File: config.mk
export PLATFORM = sky130hd
export DESIGN_NAME = hline_timer
export DESIGN_NICKNAME = d
export VERILOG_FILES = /design/src/rtl/htg_pkg.sv /design/src/rtl/htg_regbank.sv /design/src/rtl/htg_linecnt.sv /design/src/rtl/htg_phase.sv /design/src/rtl/hline_timer.sv
export SDC_FILE = /design/constraint.sdc
export NUM_CORES = 1
export LEC_CHECK = 0
export ABC_AREA = 1
export BUFFER_PORTS_ARGS = -buffer_cell sky130_fd_sc_hd__clkbuf_2
export CAP_MARGIN = 10
export CORE_MARGIN = 5
export CORE_UTILIZATION = 54
export CTS_CLUSTER_DIAMETER = 150
export DETAILED_ROUTE_END_ITERATION = 8
export PLACE_DENSITY = 0.8
export SETUP_SLACK_MARGIN = 0.3
export SLEW_MARGIN = 25
export SYNTH_ARGS = -nofsm -noshare
export SYNTH_HDL_FRONTEND = slang
export SYNTH_SLANG_ARGS = --single-unit
File: constraint.sdc
create_clock -name clk -period 2 [get_ports clk]
set_clock_uncertainty 0.2 [all_clocks]
set_input_delay 0.1 -clock clk [delete_from_list [all_inputs] [get_ports clk]]
set_output_delay 0.1 -clock clk [all_outputs]
set_load 0.05 [all_outputs]
File: src/rtl/htg_pkg.sv
package htg_pkg;

   // Display phases, numbered in their precedence order (later wins).
   typedef enum logic [2:0] {
      PH_SYNC  = 3'd0,
      PH_BACK  = 3'd1,
      PH_LEFT  = 3'd2,
      PH_IMAGE = 3'd3,
      PH_RIGHT = 3'd4,
      PH_INERT = 3'd5,
      PH_FRONT = 3'd6
   } phase_e;

   // Number of position compares; compare k leads to phase k.
   localparam int unsigned NUM_EVT = 7;

   // Register addresses
   localparam logic [2:0] A_TOTAL  = 3'd0;
   localparam logic [2:0] A_SYNC   = 3'd1;
   localparam logic [2:0] A_BACK   = 3'd2;
   localparam logic [2:0] A_LEFT   = 3'd3;
   localparam logic [2:0] A_WINDOW = 3'd4;
   localparam logic [2:0] A_INERT  = 3'd5;
   localparam logic [2:0] A_FRONT  = 3'd6;
   localparam logic [2:0] A_COLOR  = 3'd7;

   // Half-word offset of the image end field inside the window word
   localparam int unsigned HALF_OFS = 16;

endpackage

File: src/rtl/htg_regbank.sv
module htg_regbank
   import htg_pkg::*;
#(
   parameter int unsigned CNT_W         = 12,
   parameter int unsigned COLOR_W       = 24,
   parameter int unsigned DEF_TOTAL     = 449,
   parameter int unsigned DEF_SYNC      = 2,
   parameter int unsigned DEF_BACK      = 20,
   parameter int unsigned DEF_LEFT      = 20,
   parameter int unsigned DEF_IMG_START = 40,
   parameter int unsigned DEF_IMG_END   = 440,
   parameter int unsigned DEF_INERT     = 444,
   parameter int unsigned DEF_FRONT     = 446,
   parameter int unsigned DEF_COLOR     = 0
) (
   input  logic                             clk,
   input  logic                             rst,
   input  logic                             wr_en,
   input  logic [2:0]                       wr_addr,
   input  logic [31:0]                      wr_data,
   input  logic                             load,
   output logic [CNT_W-1:0]                 total,
   output logic [NUM_EVT-1:0][CNT_W-1:0]    evt_pos,
   output logic [COLOR_W-1:0]               color
);

   localparam logic [CNT_W-1:0]   RST_TOTAL = CNT_W'(DEF_TOTAL);
   localparam logic [COLOR_W-1:0] RST_COLOR = COLOR_W'(DEF_COLOR);

   function automatic logic [CNT_W-1:0] def_pos(input int unsigned k);
      case (k)
         0:       def_pos = CNT_W'(DEF_SYNC);
         1:       def_pos = CNT_W'(DEF_BACK);
         2:       def_pos = CNT_W'(DEF_LEFT);
         3:       def_pos = CNT_W'(DEF_IMG_START);
         4:       def_pos = CNT_W'(DEF_IMG_END);
         5:       def_pos = CNT_W'(DEF_INERT);
         default: def_pos = CNT_W'(DEF_FRONT);
      endcase
   endfunction

   logic [CNT_W-1:0]              sh_total;
   logic [NUM_EVT-1:0][CNT_W-1:0] sh_pos;
   logic [COLOR_W-1:0]            sh_color;

   logic [CNT_W-1:0] lo_field;
   logic [CNT_W-1:0] hi_field;
   logic             wr_unused;

   assign lo_field  = wr_data[CNT_W-1:0];
   assign hi_field  = wr_data[HALF_OFS +: CNT_W];
   assign wr_unused = ^wr_data;

   // Shadow copy: written at any time
   always_ff @(posedge clk) begin
      if (rst) begin
         sh_total <= RST_TOTAL;
         sh_color <= RST_COLOR;
         for (int k = 0; k < int'(NUM_EVT); k++) sh_pos[k] <= def_pos(k);
      end else if (wr_en) begin
         case (wr_addr)
            A_TOTAL:  sh_total  <= lo_field;
            A_SYNC:   sh_pos[0] <= lo_field;
            A_BACK:   sh_pos[1] <= lo_field;
            A_LEFT:   sh_pos[2] <= lo_field;
            A_WINDOW: begin
               sh_pos[3] <= lo_field;
               sh_pos[4] <= hi_field;
            end
            A_INERT:  sh_pos[5] <= lo_field;
            A_FRONT:  sh_pos[6] <= lo_field;
            default:  sh_color  <= wr_data[COLOR_W-1:0];
         endcase
      end
   end

   // Active copy: follows the shadow only at the line wrap
   always_ff @(posedge clk) begin
      if (rst) begin
         total <= RST_TOTAL;
         color <= RST_COLOR;
         for (int k = 0; k < int'(NUM_EVT); k++) evt_pos[k] <= def_pos(k);
      end else if (load) begin
         total   <= sh_total;
         color   <= sh_color;
         evt_pos <= sh_pos;
      end
   end

   assert_active_frozen_R10: assert property (@(posedge clk) disable iff (rst)
      !$past(load) |-> ($stable(evt_pos) && $stable(total) && $stable(color)))
      else $error("active registers changed away from a line wrap");

   assert_active_follows_R10: assert property (@(posedge clk) disable iff (rst)
      ($past(load) && !$past(rst)) |-> (evt_pos == $past(sh_pos)))
      else $error("active positions did not take the shadow at the wrap");

endmodule

File: src/rtl/htg_linecnt.sv
module htg_linecnt #(
   parameter int unsigned CNT_W = 12
) (
   input  logic             clk,
   input  logic             rst,
   input  logic [CNT_W-1:0] total,
   output logic [CNT_W-1:0] cnt,
   output logic             wrap,
   output logic             line_end
);

   localparam logic [CNT_W-1:0] ONE = CNT_W'(1);

   assign wrap = (cnt == total);

   always_ff @(posedge clk) begin
      if (rst) begin
         cnt      <= '0;
         line_end <= 1'b0;
      end else if (wrap) begin
         cnt      <= '0;
         line_end <= 1'b1;
      end else begin
         cnt      <= cnt + ONE;
         line_end <= 1'b0;
      end
   end

   assert_count_step_R2: assert property (@(posedge clk) disable iff (rst)
      (cnt != '0) |-> (cnt == $past(cnt) + ONE))
      else $error("counter skipped a value");

   assert_wrap_zero_R2: assert property (@(posedge clk) disable iff (rst)
      line_end |-> (cnt == '0 && $past(cnt) == $past(total)))
      else $error("line end strobe away from the wrap");

   assert_no_overrun_R2: assert property (@(posedge clk) disable iff (rst)
      $past(cnt) == $past(total) && !$past(rst) |-> line_end)
      else $error("counter passed the line total without wrapping");

endmodule

File: src/rtl/htg_phase.sv
module htg_phase
   import htg_pkg::*;
#(
   parameter int unsigned CNT_W = 12
) (
   input  logic                          clk,
   input  logic                          rst,
   input  logic [CNT_W-1:0]              cnt,
   input  logic [NUM_EVT-1:0][CNT_W-1:0] evt_pos,
   output phase_e                        phase
);

   logic [NUM_EVT-1:0] hit;
   phase_e             nxt;
   logic               left_seen_q;
   logic               left_seen_d;

   // One equality compare per position register
   for (genvar k = 0; k < int'(NUM_EVT); k++) begin : g_cmp
      assign hit[k] = (cnt == evt_pos[k]);
   end

   // Later phases in the order override earlier ones
   always_comb begin
      nxt         = phase;
      left_seen_d = left_seen_q;
      if (hit[0]) nxt = PH_SYNC;
      if (hit[1]) begin
         if (left_seen_d) begin
            nxt         = PH_LEFT;
            left_seen_d = 1'b0;
         end else begin
            nxt = PH_BACK;
         end
      end
      if (hit[2]) begin
         if (nxt == PH_BACK) nxt = PH_LEFT;
         else                left_seen_d = 1'b1;
      end
      if (hit[3]) nxt = PH_IMAGE;
      if (hit[4]) nxt = PH_RIGHT;
      if (hit[5]) nxt = PH_INERT;
      if (hit[6]) nxt = PH_FRONT;
   end

   always_ff @(posedge clk) begin
      if (rst) begin
         phase       <= PH_FRONT;
         left_seen_q <= 1'b0;
      end else begin
         phase       <= nxt;
         left_seen_q <= left_seen_d;
      end
   end

   assert_phase_hold_R3: assert property (@(posedge clk) disable iff (rst)
      (!$past(rst) && $past(hit) == '0) |-> $stable(phase))
      else $error("phase moved with no matching position");

   assert_front_wins_R9: assert property (@(posedge clk) disable iff (rst)
      (!$past(rst) && $past(hit[6])) |-> (phase == PH_FRONT))
      else $error("front porch match lost to an earlier phase");

   assert_sync_enter_R3: assert property (@(posedge clk) disable iff (rst)
      (!$past(rst) && $past(hit[0]) && $past(hit[6:1]) == '0) |-> (phase == PH_SYNC))
      else $error("sync match did not enter sync");

   assert_image_enter_R7: assert property (@(posedge clk) disable iff (rst)
      (!$past(rst) && $past(hit[3]) && $past(hit[6:4]) == '0) |-> (phase == PH_IMAGE))
      else $error("image start match did not enter image");

endmodule

File: src/rtl/hline_timer.sv
module hline_timer
   import htg_pkg::*;
#(
   parameter int unsigned CNT_W         = 12,
   parameter int unsigned COLOR_W       = 24,
   parameter bit          OUT_REG       = 1'b0,
   parameter int unsigned DEF_TOTAL     = 449,
   parameter int unsigned DEF_SYNC      = 2,
   parameter int unsigned DEF_BACK      = 20,
   parameter int unsigned DEF_LEFT      = 20,
   parameter int unsigned DEF_IMG_START = 40,
   parameter int unsigned DEF_IMG_END   = 440,
   parameter int unsigned DEF_INERT     = 444,
   parameter int unsigned DEF_FRONT     = 446,
   parameter int unsigned DEF_COLOR     = 0
) (
   input  logic               clk,
   input  logic               rst,
   input  logic               wr_en,
   input  logic [2:0]         wr_addr,
   input  logic [31:0]        wr_data,
   output logic               hsync,
   output logic               push_en,
   output logic               image_act,
   output logic               border_act,
   output logic               line_end,
   output logic [COLOR_W-1:0] border_color
);

   localparam int unsigned CNT_MAX = (1 << CNT_W) - 1;

   if (CNT_W < 4 || CNT_W > HALF_OFS) begin : g_bad_cnt_w
      $error("CNT_W must lie between 4 and 16");
   end
   if (COLOR_W < 1 || COLOR_W > 32) begin : g_bad_color_w
      $error("COLOR_W must lie between 1 and 32");
   end
   if (DEF_TOTAL > CNT_MAX || DEF_FRONT > CNT_MAX || DEF_IMG_END > CNT_MAX) begin : g_bad_def
      $error("default positions exceed the counter range");
   end

   logic [CNT_W-1:0]              total;
   logic [NUM_EVT-1:0][CNT_W-1:0] evt_pos;
   logic [CNT_W-1:0]              cnt;
   logic                          wrap;
   logic                          lend_raw;
   phase_e                        phase;

   logic d_sync, d_push, d_image, d_border;

   htg_regbank #(
      .CNT_W(CNT_W), .COLOR_W(COLOR_W), .DEF_TOTAL(DEF_TOTAL),
      .DEF_SYNC(DEF_SYNC), .DEF_BACK(DEF_BACK), .DEF_LEFT(DEF_LEFT),
      .DEF_IMG_START(DEF_IMG_START), .DEF_IMG_END(DEF_IMG_END),
      .DEF_INERT(DEF_INERT), .DEF_FRONT(DEF_FRONT), .DEF_COLOR(DEF_COLOR)
   ) u_regs (
      .clk(clk), .rst(rst), .wr_en(wr_en), .wr_addr(wr_addr), .wr_data(wr_data),
      .load(wrap), .total(total), .evt_pos(evt_pos), .color(border_color)
   );

   htg_linecnt #(.CNT_W(CNT_W)) u_cnt (
      .clk(clk), .rst(rst), .total(total), .cnt(cnt), .wrap(wrap), .line_end(lend_raw)
   );

   htg_phase #(.CNT_W(CNT_W)) u_phase (
      .clk(clk), .rst(rst), .cnt(cnt), .evt_pos(evt_pos), .phase(phase)
   );

   // Phase decode
   always_comb begin
      d_sync   = (phase == PH_SYNC);
      d_image  = (phase == PH_IMAGE);
      d_border = (phase == PH_LEFT) || (phase == PH_RIGHT) || (phase == PH_INERT);
      d_push   = d_image || d_border;
   end

   if (OUT_REG) begin : g_out_reg
      always_ff @(posedge clk) begin
         if (rst) begin
            hsync      <= 1'b0;
            push_en    <= 1'b0;
            image_act  <= 1'b0;
            border_act <= 1'b0;
            line_end   <= 1'b0;
         end else begin
            hsync      <= d_sync;
            push_en    <= d_push;
            image_act  <= d_image;
            border_act <= d_border;
            line_end   <= lend_raw;
         end
      end
   end else begin : g_out_comb
      assign hsync      = d_sync;
      assign push_en    = d_push;
      assign image_act  = d_image;
      assign border_act = d_border;
      assign line_end   = lend_raw;
   end

   assert_sync_dark_R5: assert property (@(posedge clk) disable iff (rst)
      d_sync |-> !d_push)
      else $error("pixels pushed during sync");

   assert_porch_dark_R5: assert property (@(posedge clk) disable iff (rst)
      (phase == PH_BACK || phase == PH_FRONT) |-> !(d_push || d_image || d_border))
      else $error("porch not blanked");

   assert_image_excl_R7: assert property (@(posedge clk) disable iff (rst)
      d_image |-> (d_push && !d_border))
      else $error("image and border overlap");

   assert_inert_border_R8: assert property (@(posedge clk) disable iff (rst)
      (phase == PH_INERT) |-> (d_border && d_push && !d_image && !d_sync))
      else $error("inert phase changed the visible outputs");

endmodule

==> flow_summary.yaml <==
run_status:
  outcome: "finished with violations"
  violations: "setup timing"
drt:
  drt-total-wl_um: 34500
  drtPass1Iterations: 6
  vias_per_cell: 5.98
  ant_nets: 0
  routedWlPerCell_um: 21.1
  drtIter0Drc: 1063
  drc: 0
  vias: 9803
logic_synthesis:
  yosysWarnings: 0
  syn_inst: 1223
  syn_area_sq_um: 9930
  synth_area_leaders: "dfxtp_1, nand2_1, o21ai_0"
  synth_top_area_share_pct: 51.8
  synth.avg_cell_area_sq_um: 8.12
  async_flop_share_pct: 0
  synth_edf_count: 0
  yosys_most_used_dff: "dfxtp_1"
  yosys.cell_count.top_type: "dfxtp_1"
  synth_common_cells: "dfxtp_1, nand2_1, inv_1"
  ys_types: 33
  synth_area_leader_cell: "dfxtp_1"
  ys_seq_area_share_pct: 51.8
  ys_seq_elements: 257
  syn_nets: 1262
setup_path:
  reg2reg_setup_slack_ns: -0.26
  endpoint_kind: "flop"
  critical_path.cell_chain: "xnor2_1, nand4_1, nor3_2, nand3_2, buf_6, buf_8, nor2_1, a21oi_2"
  reg2reg_depth: 8
  crit_cells: 8
  crit_type: "reg2reg"
  r2r_end: "u_regs.evt_pos[56]$_SDFFE_PP1P_"
  critPathMaxFanout: 6
  max_stage_delay_ns: 0.40
  cp_top_family: "simple AND/OR/NAND/NOR gates"
  startpoint_type: "flop"
  crit_slowest_cell: "dfxtp_1"
  critical_path_buf_inv_count: 2
  critical_path.startpoint: "u_regs.total[1]$_SDFFE_PP0P_"
  cp.required_ns: 2.22
  endpoint: "u_regs.evt_pos[56]$_SDFFE_PP1P_"
  reg2reg_from: "u_regs.total[1]$_SDFFE_PP0P_"
  critPathArrivalTime_ns: 2.49
global_route:
  met1_usage_pct: 34.5
  grt_max_degree: 54
  grt_usage_pct: 27.8
  gr-usage-met3_pct: 5.79
  grt_pass1_vias: 9336
  grt_antenna_before_repair: 0
  grt_pass1_wl_um: 48500
  overflow: 0
  grt-busiest-layer: "met2"
  met2_usage_pct: 46.5
timing:
  relSlewSlack_pct: 56.9
  period_needed_ns: 2.26
  hold_violations: 0
  rsz0062_at_grt: "true"
  setup_viol: 124
  drv_slew: 0
  period_share_pct: 113
  clock.fmax_mhz: 442
  setup_slack_ns: -0.265
  worstMarginPinSlew_ns: 0.646
placement:
  port_buffers: 62
  place_congestion: 0.879
  dpl.hpwl_um: 18000
  dpl-instance-area_sq_um: 10800
  preCtsSetupSlack_ns: -0.0660
power:
  p_leak_nw: 5.62
  p_per_area_nw_per_um2: 854
  ir_drop_mv: 0.888
  power.total_mw: 11.4
floorplan:
  die_w_um: 146
  io_pins: 67
  fp.dieH_um: 146
  core_area_sq_um: 18000
  start_util_pct: 55.1
  row_count: 49
  design.die.area_sq_um: 21200
cts:
  tritoncts: "done"
  clkLatencyLatePin_ns: 0.55
  numCtsBuffers: 26
  cts-root-buf: "clkbuf_16"
  h-tree-depth: 1
  clkTransAtPathRegs_ns: 0.07
  clk_path_buf_depth: 3
  cts.sinks: 257
final_layout:
  antenna_cells: 0
  syn_to_final_growth_pct: 33.8
  drive_gt1_share_pct: 24.9
  final_area_sq_um: 13300
  nets: 1430
  fillers: 1126
flow_run:
  max_cap_violations: 0
worst_hold_path:
  worstHoldPathType: "in2reg"
==> routing by layer <==
| layer | up-vias | routed length [um] |
|---|---|---|
| met1 | 4565 | 12400 |
| met3 | 220 | 3950 |
| met5 | - | 0 |
| met2 | 685 | 15700 |
| li1 | 4333 | - |
| met4 | 0 | 2510 |
==> metrics by stage <==
stage | cells | utilization (%) | hold WS, ns | TNS, ns
after floorplan | 1223 | - | -0.0309 | 0
after global placement | 1514 | 60.0 | 0.0900 | 0
after detailed placement | 1514 | 60.0 | 0.0958 | -0.146
after CTS | 1618 | 70.3 | -0.0242 | 0
after global routing | 1640 | 73.8 | 0.0795 | -12.34
final | 1640 | 73.8 | 0.0828 | -8.00
==> cell families after synthesis <==
kind of cell | count (synthesis) | share of synthesized area [%]
flops | 257 | 51.8
simple gates | 399 | 16.6
buf+inv | 215 | 9.23
fa+ha+maj | 1 | 0.126
compound gates | 296 | 17.4
xor+xnor | 55 | 4.85
==> state kept, by name (all words and copies together) (netlist names) <==
signal	count
u_regs.evt_pos	84
u_regs.sh_pos	84
u_regs.color	24
u_regs.sh_color	24
u_cnt.cnt	12
u_regs.sh_total	12
u_regs.total	12
u_phase.phase	3
u_cnt.line_end	1
u_phase.left_seen_q	1
==> worst min path at each step <==
stage,from,endpoint,slack [ns],cells past startpoint
2_1_floorplan,rst,u_phase.left_seen_q$_SDFF_PP0_,-0.03,1
3_3_place_gp,rst,u_phase.left_seen_q$_SDFF_PP0_,0.09,2
3_5_place_dp,rst,u_phase.left_seen_q$_SDFF_PP0_,0.1,2
4_1_cts,wr_addr[0],u_regs.sh_total[0]$_SDFFE_PP1P_,-0.02,7
5_1_grt,wr_addr[0],u_regs.sh_total[10]$_SDFFE_PP0P_,0.08,7
6_report,wr_addr[0],u_regs.sh_total[10]$_SDFFE_PP0P_,0.08,7
==> placed cells by master (no fill, tap or decap), drive strengths merged <==
master / n
o22a: 11
clkinvlp: 11
nor3b: 3
clkbuf: 98
xnor2: 30
a21oi: 77
nor4: 6
dlymetal6s4s: 1
xor2: 25
dlygate4sd3: 34
inv: 137
a22o: 34
o21a: 2
bufbuf: 3
dfxtp: 257
ha: 1
buf: 106
nand3: 31
nand4: 19
nor3: 12
o21ai: 127
a22oi: 5
bufinv: 4
nor2: 119
clkinv: 9
o22ai: 28
nand2: 208
or2: 1
o211ai: 12
==> worst register-to-register path: cells and delay by family, from the launching register on <==
kind                      cells  cell delay (ns)
xor gates and xnor gates      1             0.15
and+or+nand+nor               4             1.03
AOI/OAI and AO/OA             1             0.06
buffers and inverters         2             0.28
DFF                           1             0.40
==> what timing repair did <==
action | in CTS | in global routing
endpoints found under the setup margin | 140 | 204
pin swaps | 15 | 25
setup buffers | 17 | 16
resized for setup | 108 | 101
hold endpoints to repair | 123 | 0
cloned | 4 | 6
hold buffers | 35 | 0
==> power by group <==
part           internal (mW)  switching, mW
sequential              5.21         0.0520
combinational          0.302          0.480
clock                   3.18           2.13
total                   8.69           2.66
==> cell type report <==
class | instances | area (sq um) | area share [%]
sequential | 257 | 5180 | 38.9
timing repair buffer | 207 | 1890 | 14.2
multi-input combinational | 751 | 4370 | 32.9
inverter | 145 | 601 | 4.52
clock buffer | 35 | 754 | 5.67
timing repair inverter | 3 | 22.5 | 0.169
clock inverter | 13 | 193 | 1.45
tap | 229 | 287 | 2.16
No activity file was read; power rests on OpenSTA's default activity.
